## src/rtl/tw_buf_pkg.sv

```systemverilog
package tw_buf_pkg;
    typedef enum logic [1:0] {
        LVL_EMPTY = 2'b00,
        LVL_ONE   = 2'b01,
        LVL_FULL  = 2'b11
    } lvl_e;

    localparam logic [7:0] OFF_ERR   = 8'h18;
    localparam logic [7:0] OFF_ISTAT = 8'h20;
    localparam logic [7:0] OFF_IMASK = 8'h24;
    localparam logic [7:0] OFF_FCTL  = 8'h28;
    localparam logic [7:0] OFF_FSTAT = 8'h2C;
    localparam logic [7:0] OFF_TX1   = 8'h80;
    localparam logic [7:0] OFF_TX2   = 8'h84;
    localparam logic [7:0] OFF_RX1   = 8'h88;
    localparam logic [7:0] OFF_RX2   = 8'h8C;

    localparam int CTL_TXFLUSH = 0;
    localparam int CTL_RXFLUSH = 1;
    localparam int CTL_TXLEN   = 2;
    localparam int CTL_RXLEN   = 3;
    localparam int ERR_RD_BIT  = 4;
    localparam int ERR_WR_BIT  = 5;
    localparam int NUM_EV      = 6;
endpackage

```

## src/rtl/tw_pair_fifo.sv

```systemverilog
module tw_pair_fifo
    import tw_buf_pkg::*;
#(
    parameter int W = 8
) (
    input  logic           clk,
    input  logic           rst_n,
    input  logic           flush,
    input  logic           push_one,
    input  logic           push_two,
    input  logic [2*W-1:0] din,
    input  logic           pop_one,
    input  logic           pop_two,
    output lvl_e           lvl,
    output logic [W-1:0]   head,
    output logic [2*W-1:0] pair,
    output logic           push_ok,
    output logic           pop_ok
);
    lvl_e         lvl_n;
    logic [W-1:0] s0_q, s1_q, s0_n, s1_n;
    logic [2:0]   cnt, npop, rem, npush, cnt_n;

    always_comb begin
        unique case (lvl)
            LVL_EMPTY: cnt = 3'd0;
            LVL_ONE:   cnt = 3'd1;
            default:   cnt = 3'd2;
        endcase
        pop_ok  = pop_two ? (lvl == LVL_FULL) : (pop_one && lvl != LVL_EMPTY);
        npop    = !pop_ok ? 3'd0 : (pop_two ? 3'd2 : 3'd1);
        rem     = cnt - npop;
        npush   = push_two ? 3'd2 : (push_one ? 3'd1 : 3'd0);
        push_ok = !flush && (npush != 3'd0) && ((rem + npush) <= 3'd2);
        s0_n    = s0_q;
        s1_n    = s1_q;
        if (npop == 3'd1) s0_n = s1_q;
        if (push_ok) begin
            if (rem == 3'd0) begin
                s0_n = din[W-1:0];
                if (push_two) s1_n = din[2*W-1:W];
            end else begin
                s1_n = din[W-1:0];
            end
        end
        cnt_n = flush ? 3'd0 : rem + (push_ok ? npush : 3'd0);
        unique case (cnt_n)
            3'd0:    lvl_n = LVL_EMPTY;
            3'd1:    lvl_n = LVL_ONE;
            default: lvl_n = LVL_FULL;
        endcase
    end

    always_ff @(posedge clk or negedge rst_n) begin
        if (!rst_n) begin
            lvl  <= LVL_EMPTY;
            s0_q <= '0;
            s1_q <= '0;
        end else begin
            lvl  <= lvl_n;
            s0_q <= s0_n;
            s1_q <= s1_n;
        end
    end

    assign head = s0_q;
    assign pair = {s1_q, s0_q};
endmodule

```

## src/rtl/tw_svc_irq.sv

```systemverilog
module tw_svc_irq
    import tw_buf_pkg::*;
#(
    parameter int SW = 8
) (
    input  logic          clk,
    input  logic          rst_n,
    input  lvl_e          tx_lvl,
    input  lvl_e          rx_lvl,
    input  logic          tx_len,
    input  logic          rx_len,
    input  logic [NUM_EV-1:0] ev,
    input  logic          st_we,
    input  logic          mk_we,
    input  logic [SW-1:0] wdata,
    output logic [SW-1:0] stat,
    output logic [SW-1:0] mask,
    output logic          irq
);
    logic          tx_cond, rx_cond;
    logic [1:0]    cond_q;
    logic [SW-1:0] set_v, clr_v;

    always_comb begin
        tx_cond = tx_len ? (tx_lvl == LVL_EMPTY) : (tx_lvl != LVL_FULL);
        rx_cond = rx_len ? (rx_lvl == LVL_FULL)  : (rx_lvl != LVL_EMPTY);
        set_v   = '0;
        set_v[NUM_EV-1:0] = ev;
        set_v[NUM_EV]     = tx_cond & ~cond_q[0];
        set_v[NUM_EV+1]   = rx_cond & ~cond_q[1];
        clr_v   = st_we ? wdata : '0;
    end

    always_ff @(posedge clk or negedge rst_n) begin
        if (!rst_n) begin
            cond_q <= 2'b11;
            stat   <= '0;
            mask   <= '0;
        end else begin
            cond_q <= {rx_cond, tx_cond};
            stat   <= (stat & ~clr_v) | set_v;
            if (mk_we) mask <= wdata;
        end
    end

    assign irq = |(stat & mask);
endmodule

```

## src/rtl/tw_buf_irq.sv

```systemverilog
module tw_buf_irq
    import tw_buf_pkg::*;
#(
    parameter int AW = 8,
    parameter int BW = 8
) (
    input  logic          clk,
    input  logic          rst_n,
    input  logic          bus_sel,
    input  logic          bus_wr,
    input  logic [AW-1:0] bus_addr,
    input  logic [2*BW-1:0] bus_wdata,
    output logic [2*BW-1:0] bus_rdata,
    input  logic          tx_pop,
    output logic          tx_avail,
    output logic [BW-1:0] tx_byte,
    input  logic          rx_push,
    input  logic [BW-1:0] rx_byte,
    output logic          rx_space,
    input  logic          ev_slv_start,
    input  logic          ev_slv_done,
    input  logic          ev_slv_err,
    input  logic          ev_slv_ovf,
    input  logic          ev_mst_done,
    input  logic          ev_mst_err,
    output logic          irq
);
    localparam int DW = 2 * BW;
    localparam int SW = 8;

    logic            wr, rd;
    logic            tx_p1, tx_p2, rx_r1, rx_r2;
    logic            tx_push_ok, tx_pop_ok, rx_push_ok, rx_pop_ok;
    logic [3:0]      fctl;
    logic [1:0]      err_q;
    logic            wr_err, rd_err;
    lvl_e            tx_lvl, rx_lvl;
    logic [BW-1:0]   rx_head;
    logic [DW-1:0]   tx_pair, rx_pair;
    logic [SW-1:0]   stat, mask;

    assign wr    = bus_sel & bus_wr;
    assign rd    = bus_sel & ~bus_wr;
    assign tx_p1 = wr && bus_addr == AW'(OFF_TX1);
    assign tx_p2 = wr && bus_addr == AW'(OFF_TX2);
    assign rx_r1 = rd && bus_addr == AW'(OFF_RX1);
    assign rx_r2 = rd && bus_addr == AW'(OFF_RX2);

    tw_pair_fifo #(.W(BW)) tx_q (
        .clk(clk), .rst_n(rst_n), .flush(fctl[CTL_TXFLUSH]),
        .push_one(tx_p1), .push_two(tx_p2), .din(bus_wdata),
        .pop_one(tx_pop), .pop_two(1'b0),
        .lvl(tx_lvl), .head(tx_byte), .pair(tx_pair),
        .push_ok(tx_push_ok), .pop_ok(tx_pop_ok)
    );

    tw_pair_fifo #(.W(BW)) rx_q (
        .clk(clk), .rst_n(rst_n), .flush(fctl[CTL_RXFLUSH]),
        .push_one(rx_push), .push_two(1'b0), .din({{BW{1'b0}}, rx_byte}),
        .pop_one(rx_r1), .pop_two(rx_r2),
        .lvl(rx_lvl), .head(rx_head), .pair(rx_pair),
        .push_ok(rx_push_ok), .pop_ok(rx_pop_ok)
    );

    tw_svc_irq #(.SW(SW)) irq_u (
        .clk(clk), .rst_n(rst_n), .tx_lvl(tx_lvl), .rx_lvl(rx_lvl),
        .tx_len(fctl[CTL_TXLEN]), .rx_len(fctl[CTL_RXLEN]),
        .ev({ev_mst_err, ev_mst_done, ev_slv_ovf, ev_slv_err, ev_slv_done, ev_slv_start}),
        .st_we(wr && bus_addr == AW'(OFF_ISTAT)),
        .mk_we(wr && bus_addr == AW'(OFF_IMASK)),
        .wdata(bus_wdata[SW-1:0]),
        .stat(stat), .mask(mask), .irq(irq)
    );

    assign wr_err = (tx_p1 | tx_p2) & ~tx_push_ok & ~fctl[CTL_TXFLUSH];
    assign rd_err = (rx_r1 | rx_r2) & ~rx_pop_ok;

    always_ff @(posedge clk or negedge rst_n) begin
        if (!rst_n) begin
            fctl  <= '0;
            err_q <= '0;
        end else begin
            if (wr && bus_addr == AW'(OFF_FCTL)) fctl <= bus_wdata[3:0];
            err_q <= (err_q & ~((wr && bus_addr == AW'(OFF_ERR)) ?
                               {bus_wdata[ERR_WR_BIT], bus_wdata[ERR_RD_BIT]} : 2'b00))
                     | {wr_err, rd_err};
        end
    end

    always_comb begin
        bus_rdata = '0;
        if (rd) begin
            case (bus_addr)
                AW'(OFF_ERR):   begin
                    bus_rdata[ERR_WR_BIT] = err_q[1];
                    bus_rdata[ERR_RD_BIT] = err_q[0];
                end
                AW'(OFF_ISTAT): bus_rdata[SW-1:0] = stat;
                AW'(OFF_IMASK): bus_rdata[SW-1:0] = mask;
                AW'(OFF_FCTL):  bus_rdata[3:0] = fctl;
                AW'(OFF_FSTAT): bus_rdata[3:0] = {rx_lvl, tx_lvl};
                AW'(OFF_RX1):   bus_rdata[BW-1:0] = rx_pop_ok ? rx_head : '0;
                AW'(OFF_RX2):   bus_rdata = rx_pop_ok ? rx_pair : '0;
                default:        bus_rdata = '0;
            endcase
        end
    end

    assign tx_avail = tx_lvl != LVL_EMPTY;
    assign rx_space = rx_lvl != LVL_FULL;
endmodule

```

## config.mk

```make
export PLATFORM = sky130hd
export DESIGN_NAME = tw_buf_irq
export DESIGN_NICKNAME = d
export VERILOG_FILES = /design/src/rtl/tw_buf_pkg.sv /design/src/rtl/tw_pair_fifo.sv /design/src/rtl/tw_svc_irq.sv /design/src/rtl/tw_buf_irq.sv
export SDC_FILE = /design/constraint.sdc
export NUM_CORES = 1
export LEC_CHECK = 0
export CAP_MARGIN = 20
export CORE_MARGIN = 3
export CORE_UTILIZATION = 54
export CTS_BUF_LIST = sky130_fd_sc_hd__clkbuf_4 sky130_fd_sc_hd__clkbuf_8
export CTS_CLUSTER_SIZE = 16
export DETAILED_ROUTE_END_ITERATION = 8
export PLACE_DENSITY = 0.82
export SETUP_SLACK_MARGIN = 0.15
export SYNTH_ARGS = -nofsm -noshare
export SYNTH_HDL_FRONTEND = slang
export SYNTH_SLANG_ARGS = --single-unit
```

## constraint.sdc

```tcl
create_clock -name clk -period 5.05 [get_ports clk]
set_input_delay 0.505 -clock clk [delete_from_list [all_inputs] [get_ports clk]]
set_output_delay 0.505 -clock clk [all_outputs]
set_load 0.1 [all_outputs]
```

==> flow_metrics.env <==
export IMPL_starting_density_pct=57.6
export IMPL_globalRouteMet1Util_pct=33.4
export IMPL_number_of_h_tree_branching_levels=3
export IMPL_detail_route_wirelength_um=8680
export IMPL_max_buffers_root_to_sink=2
export IMPL_synthCells=322
export IMPL_grt_antenna_before_repair=0
export IMPL_post_synth_num_cell_types=46
export IMPL_die_x_um=86.8
export IMPL_synth_nets=379
export IMPL_ys_flop_type="dfrtp_1"
export IMPL_worstPathRequired_ns=5.28
export IMPL_start_kind="input pin"
export IMPL_finalNetCount=443
export IMPL_hold_viol=0
export IMPL_timing_worst_setup_path_type="in2reg"
export IMPL_synth_seq_area_share_pct=42.6
export IMPL_maximum_number_of_pins_on_one_net_before_global_route_repair=61
export IMPL_peak_usage_layer_in_the_global_routing_report="met2"
export IMPL_report_final_slew_viol_count=0
export IMPL_fmax_mhz=240
export IMPL_synth_largest_area_cell="dfrtp_1"
export IMPL_worst_slew_pin_transition_ns=0.997
export IMPL_grt_overflow_total=0
export IMPL_setup_repair_after_global_routing_missed_its_margin="false"
export IMPL_cellPowerDensity_nw_per_um2=414
export IMPL_critical_path_max_stage_delay_ns=0.67
export IMPL_synth_top_cells_by_area="dfrtp_1 41%, mux2_2 18%, ha_1 3.5%, mux4_2 2.6%, nand2_1 2.4%"
export IMPL_insertion_delay_ns=0.35
export IMPL_synth_top_area_share_pct=41.1
export IMPL_syn_to_final_growth_pct=26.0
export IMPL_die_height_um=86.8
export IMPL_post_route_cell_area_um2=4450
export IMPL_setup_reg_to_reg_worst_slack_ns=1.15
export IMPL_design_portCount=71
export IMPL_combPwrFrac_pct=34.2
export IMPL_post_dp_cell_area_um2=4200
export IMPL_num_vias=2831
export IMPL_path_buf_inv=4
export IMPL_synth_area_um2=3530
export IMPL_internal_power_uw=1190
export IMPL_antenna_diode_count=0
export IMPL_netSwitchingFraction_pct=35.1
export IMPL_grt_use_met3_pct=6.37
export IMPL_synth_seq_cells=60
export IMPL_dieArea_um2=7540
export IMPL_total_number_of_cells_along_the_worst_setup_path=16
export IMPL_path_cells="clkdlybuf4s50_1, or4_1, nor4_4, and2_1, ha_1, inv_1, fa_1, xnor2_1, nor3_1, buf_4, and3_1, ha_1, inv_1, fa_1, xor2_1, a31oi_1"
export IMPL_cts_hold_fix_buffers=0
export IMPL_worst_clock_skew_ns=0.00535
export IMPL_cts_sink_count=60
export IMPL_period_needed_ns=4.17
export IMPL_path_max_fanout=6
export IMPL_share_seq_of_total_power_pct=36.5
export IMPL_worstHoldPathType="in2async"
export IMPL_place_port_buffers=70
export IMPL_cts_buffers_inserted=9
export IMPL_total_switching_power_uw=646
export IMPL_end_of_the_worst_register_to_register_path="tx_q.lvl[0]"
export IMPL_dpl_hpwl_um=6160
export IMPL_static_leakage_power_uw=0.00190
export IMPL_vdd_drop_max_v=0.000315
export IMPL_syn_area_per_cell_um2=11.0
export IMPL_routed_via_density=6.08
export IMPL_place_congestion=0.811
export IMPL_fin_tns_setup_ns=0
export IMPL_p_clk_share_pct=29.3
export IMPL_finalPower_uw=1840
export IMPL_crit_start="bus_addr[1]"
export IMPL_globalRouteMet2Util_pct=39.2
export IMPL_synth_enable_flop_cells=0
export IMPL_ant_nets=0
export IMPL_post_route_cells_drive_above_1_share_pct=28.1
export IMPL_track_usage_pct=24.6
export IMPL_end_kind="flop"
export IMPL_final_period_utilization_pct=82.5
export IMPL_core_rowCount=28
export IMPL_synthesis_yosys_warnings=0
export IMPL_drt_drc_violations_left=0
export IMPL_post_drt_wl_per_cell_um=18.6
export IMPL_arrival_ns=4.40
export IMPL_post_cts_setup_buffers=0
export IMPL_critPathTopFamily="simple AND/OR/NAND/NOR gates"
export IMPL_final_core_util_pct=72.5
export IMPL_maxCapViolCount=0
export IMPL_status="finished clean"
export IMPL_global_route_wire_length_before_repair_um=14200
export IMPL_rr_startpoint="tx_q.lvl[1]"
export IMPL_final_fill_count=422
export IMPL_detailedRoute_firstIterationViolations=237
export IMPL_cts_root_buf="clkbuf_8"
export IMPL_worst_slew_margin_rel_pct=33.3
export IMPL_register_clock_pin_slew_on_the_reported_worst_setup_and_hold_paths_ns=0.07
export IMPL_cts_resized_gates=0
export IMPL_cp_endpoint="tx_q.lvl[0]"
export IMPL_reg2reg_depth=17
export IMPL_first_global_vias=2836
export IMPL_drt_pass1_iterations=4
export IMPL_report_final_setup_viol=0
export IMPL_floorplan_core_area_um2=6130
export IMPL_cp_slowest_cell="or4_1"
export IMPL_asr_flop_ratio_synth_pct=100
export IMPL_tritoncts="yes"
## sequential cells by signal, indices dropped and copies added (netlist names)
signal,flops
irq_u.mask,8
irq_u.stat,8
rx_q.head,8
rx_q.s1_q,8
tx_q.head,8
tx_q.s1_q,8
fctl,4
err_q,2
irq_u.cond_q,2
rx_q.lvl,2
tx_q.lvl,2
## worst register-to-register path: stages (launching register included)
cell	delay [ns]
dfrtp_1	0.49
or2_2	0.33
nand2_1	0.34
inv_1	0.09
ha_1	0.28
inv_1	0.13
ha_1	0.16
inv_1	0.05
fa_1	0.38
xnor2_1	0.16
nor3_1	0.19
buf_4	0.17
and3_1	0.17
ha_1	0.14
inv_1	0.04
fa_1	0.37
xor2_1	0.19
a31oi_1	0.11
## layer usage
metal  up-vias  part of all wire, %  wire, µm
met4         0                  1.7       144
met2       114                   50      4310
met3        15                  6.8       592
li1       1305                    -         -
met5         -                    0         0
met1      1397                   42      3630
## worst min-delay path by stage
| stage | startpoint | to | slack, ns | cells past startpoint |
|---|---|---|---|---|
| floorplan | rst_n | err_q[0] | 0.21 | 0 |
| global placement | err_q[0] | err_q[0] | 0.48 | 1 |
| detailed placement | irq_u.stat[2] | irq_u.stat[2] | 0.49 | 1 |
| CTS | rst_n | tx_q.head[1] | 0.33 | 2 |
| global route | rst_n | tx_q.s1_q[2] | 0.36 | 2 |
| finish | rst_n | tx_q.s1_q[2] | 0.31 | 2 |
## layout make-up
cell class	count	area [µm²]	area share [%]
clock buffer	10	138	3.10
clock inverter	6	111	2.50
timing repair buffer	75	693	15.6
inverter	13	48.8	1.10
sequential	60	1500	33.8
tap	75	93.8	2.11
multi-input combinational	227	1860	41.8
## kinds of logic after synthesis
logic type,synth area share (%)
buf+inv,4.72
fa+ha+maj,5.53
mux,20.4
simple gates,14.8
xor+xnor,0.993
compound gates,10.9
flops,42.6
## synthesized netlist by cell type (9+ instances only)
master    number
mux2_2        56
nand4_1       11
a21oi_1       11
nor2_1        18
ha_1          10
dfrtp_1       58
clkbuf_1      10
o21ai_0       10
and3_1         9
nand2_1       23
inv_1         13
a31oi_1        9
## stage by stage
stage | instances | hold slack, ns | setup slack, ns
CTS | 466 | 0.330 | 0.898
finish | 466 | 0.309 | 0.881
global route | 466 | 0.358 | 0.626
floorplan | 322 | 0.209 | 0.913
global placement | 450 | 0.477 | 0.719
detailed placement | 450 | 0.488 | 0.579
## power by group through the flow
stage	sequential, µW	clock (µW)	combinational, µW
3_5_place_dp	674	0	625
4_1_cts	668	547	629
5_1_grt	684	570	688
6_report	672	538	629
3_3_place_gp	671	0	599
2_1_floorplan	645	0	476
## cell usage in the layout, fill, tap and decap left out, types with 4 or more instances in the layout
cell type	n
nand2_1	23
inv_1	13
clkdlybuf4s50_1	53
o21ai_0	10
dfrtp_1	58
o211ai_1	8
a21o_1	7
and3_1	9
mux4_2	4
a21oi_1	11
a22oi_1	6
nor2_1	18
nand4_1	11
clkbuf_8	10
mux2_2	56
a31oi_1	9
ha_1	10
nand2b_1	5
buf_4	21
No activity file was read; power rests on OpenSTA's default activity.
